### config.mk
export PLATFORM = sky130hd
export DESIGN_NAME = sect_xlate_walker
export DESIGN_NICKNAME = d
export VERILOG_FILES = /design/src/rtl/sxw_pkg.sv /design/src/rtl/sxw_base_select.sv /design/src/rtl/sxw_desc_addr.sv /design/src/rtl/sxw_desc_decode.sv /design/src/rtl/sect_xlate_walker.sv
export SDC_FILE = /design/constraint.sdc
export NUM_CORES = 1
export LEC_CHECK = 0
export ABC_AREA = 1
export BUFFER_PORTS_ARGS = -buffer_cell sky130_fd_sc_hd__buf_2
export CAP_MARGIN = 0
export CORE_MARGIN = 5
export CORE_UTILIZATION = 46
export DETAILED_ROUTE_END_ITERATION = 10
export PLACE_DENSITY = 0.8
export SYNTH_ARGS = -nofsm -noshare
export SYNTH_HDL_FRONTEND = slang
export SYNTH_SLANG_ARGS = --single-unit
### constraint.sdc
create_clock -name clk -period 2.66 [get_ports clk]
set_input_delay 0.532 -clock clk [delete_from_list [all_inputs] [get_ports clk]]
set_output_delay 0.532 -clock clk [all_outputs]
set_load 0.01 [all_outputs]
### src/rtl/sxw_pkg.sv
package sxw_pkg;
  localparam int VA_W     = 32;
  localparam int PA_W     = 40;
  localparam int DESC_W   = 32;
  localparam int N_W      = 3;
  localparam int SECT_LSB = 20;
  localparam int IDX_W    = VA_W - SECT_LSB;
  localparam int ATTR_W   = SECT_LSB - 2;
  localparam int TBL_LSB  = IDX_W + 2;
  localparam logic [1:0] SECTION_CODE = 2'b10;

  typedef enum logic [1:0] {
    ST_IDLE = 2'd0,
    ST_REQ  = 2'd1,
    ST_WAIT = 2'd2
  } walk_state_t;

  typedef struct packed {
    logic              fault;
    logic [PA_W-1:0]   pa;
    logic [ATTR_W-1:0] attr;
  } walk_result_t;
endpackage

### src/rtl/sxw_base_select.sv
module sxw_base_select
  import sxw_pkg::*;
(
  input  logic [VA_W-1:0] va,
  input  logic [VA_W-1:0] base0,
  input  logic [VA_W-1:0] base1,
  input  logic [N_W-1:0]  n_in,
  output logic            use_second,
  output logic [VA_W-1:0] base_out,
  output logic [N_W-1:0]  n_eff
);
  logic [VA_W-1:0] top_mask;
  logic            top_hit;

  // top n bits of the address set in the mask
  assign top_mask   = ~({VA_W{1'b1}} >> n_in);
  assign top_hit    = |(va & top_mask);
  assign use_second = (n_in != '0) && top_hit;
  assign base_out   = use_second ? base1 : base0;
  assign n_eff      = use_second ? '0 : n_in;
endmodule

### src/rtl/sxw_desc_addr.sv
module sxw_desc_addr
  import sxw_pkg::*;
(
  input  logic [VA_W-1:0] base,
  input  logic [VA_W-1:0] va,
  input  logic [N_W-1:0]  n_eff,
  output logic [VA_W-1:0] fetch_addr
);
  logic [VA_W-1:0]  base_mask;
  logic [IDX_W-1:0] idx_mask;
  logic [IDX_W-1:0] idx;

  assign base_mask  = {VA_W{1'b1}} << (TBL_LSB - int'(n_eff));
  assign idx_mask   = {IDX_W{1'b1}} >> n_eff;
  assign idx        = va[VA_W-1:SECT_LSB] & idx_mask;
  assign fetch_addr = (base & base_mask) |
                      {{(VA_W-IDX_W-2){1'b0}}, idx, 2'b00};
endmodule

### src/rtl/sxw_desc_decode.sv
module sxw_desc_decode
  import sxw_pkg::*;
(
  input  logic [DESC_W-1:0] desc,
  input  logic [VA_W-1:0]   va,
  output walk_result_t      result
);
  logic is_section;

  assign is_section = (desc[1:0] == SECTION_CODE);

  always_comb begin
    result = '0;
    if (is_section) begin
      result.fault = 1'b0;
      result.pa    = {{(PA_W-VA_W){1'b0}},
                      desc[DESC_W-1:SECT_LSB], va[SECT_LSB-1:0]};
      result.attr  = desc[SECT_LSB-1:2];
    end else begin
      result.fault = 1'b1;
    end
  end
endmodule

### src/rtl/sect_xlate_walker.sv
module sect_xlate_walker
  import sxw_pkg::*;
(
  input  logic              clk,
  input  logic              rst,
  input  logic              req_valid,
  output logic              req_ready,
  input  logic [VA_W-1:0]   req_va,
  input  logic [VA_W-1:0]   tbl_base0,
  input  logic [VA_W-1:0]   tbl_base1,
  input  logic [N_W-1:0]    split_n,
  output logic              mem_rd_req,
  output logic [VA_W-1:0]   mem_rd_addr,
  input  logic              mem_rd_vld,
  input  logic [DESC_W-1:0] mem_rd_data,
  output logic              out_valid,
  output logic              out_fault,
  output logic [PA_W-1:0]   out_pa,
  output logic [ATTR_W-1:0] out_attr,
  output logic              out_base_sel
);
  walk_state_t     state_q;
  logic [VA_W-1:0] va_q;
  logic            sel_q;
  logic            accept;
  logic            take_rsp;

  logic            sel_c;
  logic [VA_W-1:0] base_c;
  logic [N_W-1:0]  neff_c;
  logic [VA_W-1:0] addr_c;
  walk_result_t    res_c;

  sxw_base_select u_sel (
    .va(req_va), .base0(tbl_base0), .base1(tbl_base1), .n_in(split_n),
    .use_second(sel_c), .base_out(base_c), .n_eff(neff_c)
  );

  sxw_desc_addr u_addr (
    .base(base_c), .va(req_va), .n_eff(neff_c), .fetch_addr(addr_c)
  );

  sxw_desc_decode u_dec (
    .desc(mem_rd_data), .va(va_q), .result(res_c)
  );

  assign req_ready = (state_q == ST_IDLE);
  assign accept    = req_valid && req_ready;
  assign take_rsp  = (state_q == ST_WAIT) && mem_rd_vld;

  always_ff @(posedge clk) begin
    if (rst) begin
      state_q    <= ST_IDLE;
      mem_rd_req <= 1'b0;
      out_valid  <= 1'b0;
    end else begin
      mem_rd_req <= accept;
      out_valid  <= take_rsp;
      unique case (state_q)
        ST_IDLE: if (accept)   state_q <= ST_REQ;
        ST_REQ:                state_q <= ST_WAIT;
        ST_WAIT: if (take_rsp) state_q <= ST_IDLE;
        default:               state_q <= ST_IDLE;
      endcase
    end
  end

  always_ff @(posedge clk) begin
    if (rst) begin
      va_q         <= '0;
      sel_q        <= 1'b0;
      mem_rd_addr  <= '0;
      out_fault    <= 1'b0;
      out_pa       <= '0;
      out_attr     <= '0;
      out_base_sel <= 1'b0;
    end else begin
      if (accept) begin
        va_q        <= req_va;
        sel_q       <= sel_c;
        mem_rd_addr <= addr_c;
      end
      if (take_rsp) begin
        out_fault    <= res_c.fault;
        out_pa       <= res_c.pa;
        out_attr     <= res_c.attr;
        out_base_sel <= sel_q;
      end
    end
  end
endmodule

Yosys cells after proc, flatten, opt, wreduce, memory -nomap -nowiden --
Index checks and enable logic that the tools add are counted.
Storage, ports and cells: bits in writable memories 0, input port bits 135, latch bits 0, memories kept 0, memory bits (read-only) 0, output and inout bits 95, word-level logic and storage cells 38, flip-flop bits (word level) 117
Cells by class: muxes and demuxes 7, div/mod/pow operators 0, equal/unequal tests 5, reduce and logical (&&, ||, !) cells 7, multipliers 0, bitwise logic cells 5, shift-type cells 3, magnitude comparators 0, add/subtract/negate cells 1
Operator list (number):
- $and 32x32->32 | 2
- $mux 50 | 1
- $mux 32 | 1
- $not 32->32 | 1
- $or 32x14->32 | 1
- $reduce_or 32->1 | 1
- $shl 32x32->32 const A | 1
- $shr 32x3->32 const A | 1
- $and 12x12->12 | 1
- $shr 12x3->12 const A | 1
- $pmux 2 s3 | 1
- $sub 4x3->5 const A | 1
- $eq 2x2->1 const B | 2
- $mux 2 | 2
- $logic_and 1x1->1 | 3
- $mux 3 | 1
- $reduce_bool 3->1 | 1
- $eq 2x1->1 const B | 1
- $logic_not 2->1 | 1
- $ne 2x1->1 const B | 1
- $ne 2x2->1 const B | 1
- $reduce_and 2->1 | 1
- $mux 1 | 1

Depth between registers and ports, before layout --
depth after elaboration 10, depth in mapped cells 14, gate-level depth less buffers 13

Hierarchy --
A second synthesis with hierarchy kept.
Second synthesis, totals: cells, all modules 1151, area, all modules 7004.2 um^2
Modules (own cells, without submodules):
- sect_xlate_walker | times used 1, cells each 821, area an instance 5429.0 um^2
- sxw_base_select | times used 1, cells each 130, area an instance 585.6 um^2
- sxw_desc_decode | times used 1, cells each 116, area an instance 520.5 um^2
- sxw_desc_addr | times used 1, cells each 84, area an instance 469.2 um^2

Worst setup path before layout --
OpenSTA, ideal clock, no wires.
path kind input to register, start in split_n[0], end reg mem_rd_addr[13], setup slack 0.507 ns, data arrival time 2.034 ns, buffers on the path 1, library setup time 0.119 ns, stages 14, cell sequence nand2_1 nand2_2 nand2_2 nand2_2 nor2_4 nand2_8 buf_6 nor2_1 inv_1 ha_1 nor2_1 nand2_1 nand2_1 a21oi_1
On the way: cells in the longest elaborated chain, start to end 10
RTL lines:
- from (decl) | line sect_xlate_walker.sv:11 | input logic [N_W-1:0] split_n,
- $shr 32x3->32 | line sxw_base_select.sv:16 | assign top_mask = ~({VA_W{1'b1}} >> n_in);
- $not 32->32 | line sxw_base_select.sv:16
- $and 32x32->32 | line sxw_base_select.sv:17 | assign top_hit = |(va & top_mask);
- $reduce_or 32->1 | line sxw_base_select.sv:17
- $logic_and 1x1->1 | line sxw_base_select.sv:18 | assign use_second = (n_in != '0) && top_hit;
- $mux 3 | line sxw_base_select.sv:20 | assign n_eff = use_second ? '0 : n_in;
- $sub 4x3->5 | line sxw_desc_addr.sv:13 | assign base_mask = {VA_W{1'b1}} << (TBL_LSB - int'(n_eff));
- $shl 32x32->32 | line sxw_desc_addr.sv:13
- $and 32x32->32 | line sxw_desc_addr.sv:16 | assign fetch_addr = (base & base_mask) |
- $or 32x14->32 * | line sxw_desc_addr.sv:16
- to (signal assigned) | line sect_xlate_walker.sv:81 | mem_rd_addr <= addr_c;
- to (decl) | line sect_xlate_walker.sv:13 | output logic [VA_W-1:0] mem_rd_addr,
Every way passes the cells marked *; elsewhere a longest branch is shown, timed or not. A chain may end at the register's enable or synchronous reset.

Worst setup path after layout --
start in split_n[1], end reg mem_rd_addr[5]
Same word-level chain as after synthesis.

==> impl_metrics.py <==
metrics = {
    "run_status": {
        "status": "finished, final reports clean",
    },
    "critical_path": {
        "critPathRequiredTime_ps": 2950,
        "critPathLaunchType": "input port",
        "cp.arrival_ps": 2330,
        "cp_max_fo": 8,
        "crit_path_end_kind": "flop",
        "setup.worst_path.class": "input port to flop",
    },
    "clock_tree": {
        "htree_num_levels": 3,
        "clockBufferDepth": 2,
        "cts.sinks": 109,
        "cts_buffers": 9,
        "hold_buffers": 0,
        "insertion_delay_ps": 370,
        "post_cts_buffers": 0,
        "cts_resized": 0,
        "clkTransAtPathRegs_ps": 120,
        "cts_tree": "built",
        "clockRootBuffer": "clkbuf_8",
    },
    "synthesis": {
        "yosysTopAreaCell": "dfxtp_1",
        "avgSynthCellArea_um2": 7.440,
        "ys_seq_area_frac": 0.4738,
        "synth_common_cells": "nand2_1 (178), dfxtp_1 (109), nor2_1 (71)",
        "synth_top_area_frac": 0.4738,
        "synth_seq_cells": 109,
        "synthMostInstantiatedCell": "nand2_1",
        "async_reset_ff_frac": 0,
        "synth_edf_count": 0,
        "syn_area_um2": 4606,
        "synth-warning-count": 0,
        "ys_types": 33,
        "synthTopCellsByArea": "dfxtp_1 (47%), nand2_1 (15%), a21oi_1 (6.7%)",
        "synthFlopType": "dfxtp_1",
        "syn_inst": 619,
    },
    "grt": {
        "grt_max_degree": 57,
        "antenna_found_initial": 0,
        "grtUsageTotal": 0.2037,
        "overflow": 0,
        "grt_pass1_vias": 4166,
        "grt_pass1_wl_um": 19760,
    },
    "floorplanning": {
        "die-area_um2": 12110,
        "num_io_pins": 230,
        "start_util": 0.4712,
        "die_height_um": 110.1,
        "core_area_um2": 9774,
        "num_rows": 36,
        "dieWidth_um": 110.1,
    },
    "place": {
        "gp_congestion": 0.8520,
        "port_buffers": 215,
        "place_inst": 938,
        "place_hpwl_um": 9474,
    },
    "routing": {
        "dr_total_vias": 4547,
        "wl_um": 12690,
        "dr.first_iter.drc_count": 236,
        "drc": 0,
        "vias_per_cell": 4.766,
        "avgRoutedWirePerCell_um": 13.30,
        "ant_nets": 0,
        "first_pass_iters": 4,
    },
    "sta": {
        "slew_violations": 0,
        "fin_skew_ps": 20.00,
        "hold_violations": 0,
        "setup_viol": 0,
        "tightestPinTransition_ps": 591.2,
        "fin_crit_sh": 0.7639,
        "rsz0062_at_grt": "no",
        "fmax_ghz": 0.4922,
        "finalWorstPathRequiredPeriod_ps": 2032,
        "slew_headroom": 0.6058,
        "fin_tns_setup_ps": 0,
    },
    "layout": {
        "nets": 956,
        "insertedDiodeCount": 0,
        "drive_above_1_share": 0.3264,
        "synthToLayoutAreaGrowth_pct": 28.33,
        "stdcell_count": 954,
    },
    "run": {
        "maxCapViolCount": 0,
    },
    "power": {
        "ir_worst_vdd_mv": 0.2968,
        "power_density_nw_per_um2": 560.6,
        "p_leak_nw": 2.931,
    },
    "worst_hold_path": {
        "hp-class": "input port to flop",
    },
}
## cell usage in the layout, fill, tap and decap left out, drive strengths merged
master,count
clkinvlp,2
nand3,23
dfxtp,109
bufinv,1
inv,41
nand3b,1
buf,224
nand4,3
nor2,74
nor3,2
clkinv,2
o211ai,19
clkbuf,9
ha,5
o21ai,40
nor3b,1
or2,3
a21oi,65
nand2,188
conb,8
a31oi,1
## path summary, 6_finish.rpt
path	start	to	slack, ps	cells after the start
setup reg to reg	state_q[1]	mem_rd_addr[10]	920	7
setup / recovery	split_n[1]	mem_rd_addr[5]	630	14
hold / removal	mem_rd_data[11]	out_attr[9]	390	3
hold reg to reg	va_q[19]	out_pa[19]	460	2
## power by group
| part | switching (W) | internal [W] | total (W) | leakage [nW] |
|---|---|---|---|---|
| clock | 0.000580 | 0.000449 | 0.00103 | 0.0990 |
| sequential | 0.0000428 | 0.00172 | 0.00176 | 0.891 |
| combinational | 0.000311 | 0.000212 | 0.000523 | 1.94 |
| total | 0.000934 | 0.00238 | 0.00331 | 2.93 |
## critical path, cell delays in order
cell	delay, ps
buf_2	140
nand2_1	150
nand2_2	70
nand2_2	60
nand2_2	60
nor2_4	170
nand2_8	120
nor2_1	150
inv_1	80
ha_1	380
nor2_1	80
nor2_1	140
nand2_1	80
a21oi_2	120
## logic make-up (layout without fill, tap and decap cells)
kind of cell    count (synthesis)  in the layout  share of synthesized area
flops                         109            109                     0.4738
simple gates                  295            295                     0.2684
compound gates                125            125                     0.1513
other cells                     1              8                  0.0008142
buf+inv                        84            279                    0.09209
fa+ha+maj                       5              5                    0.01358
## per-layer routing
metal	vias to the layer above	part of all wire	global-route usage
met4	0	0.015	0.06322
met2	174	0.47	0.3384
met1	1994	0.42	0.2568
li1	2363	-	-
met5	-	0	0
met3	16	0.090	0.05591
## registers in the layout, summed over array words and instances, names as in the netlist, 2 cells and up
register / cells
mem_rd_addr: 32
out_attr: 18
out_pa: 32
state_q: 2
va_q: 20
## stage by stage
stage	cell area (µm²)	hold slack, ps	power [W]	utilization	setup slack (ps)
finish	5911	391.3	0.003313	0.6047	628.1
global route	5911	384.0	0.003487	0.6047	512.9
CTS	5911	380.1	0.003343	0.6047	624.3
detailed placement	5703	452.6	0.002322	0.5835	249.3
global placement	5703	446.3	0.002314	0.5835	298.7
floorplan	4632	440.5	0.002111	-	506.8
## area by class of cell
class / count / area [µm²]
Clock buffer: 9 / 123.9
Clock inverter: 7 / 83.83
Fill cell: 960 / 3864
Inverter: 39 / 153.9
Multi-Input combinational cell: 433 / 2032
Sequential cell: 109 / 2182
Tap cell: 133 / 166.4
Timing Repair Buffer: 224 / 1169
No activity file was read; power rests on OpenSTA's default activity.
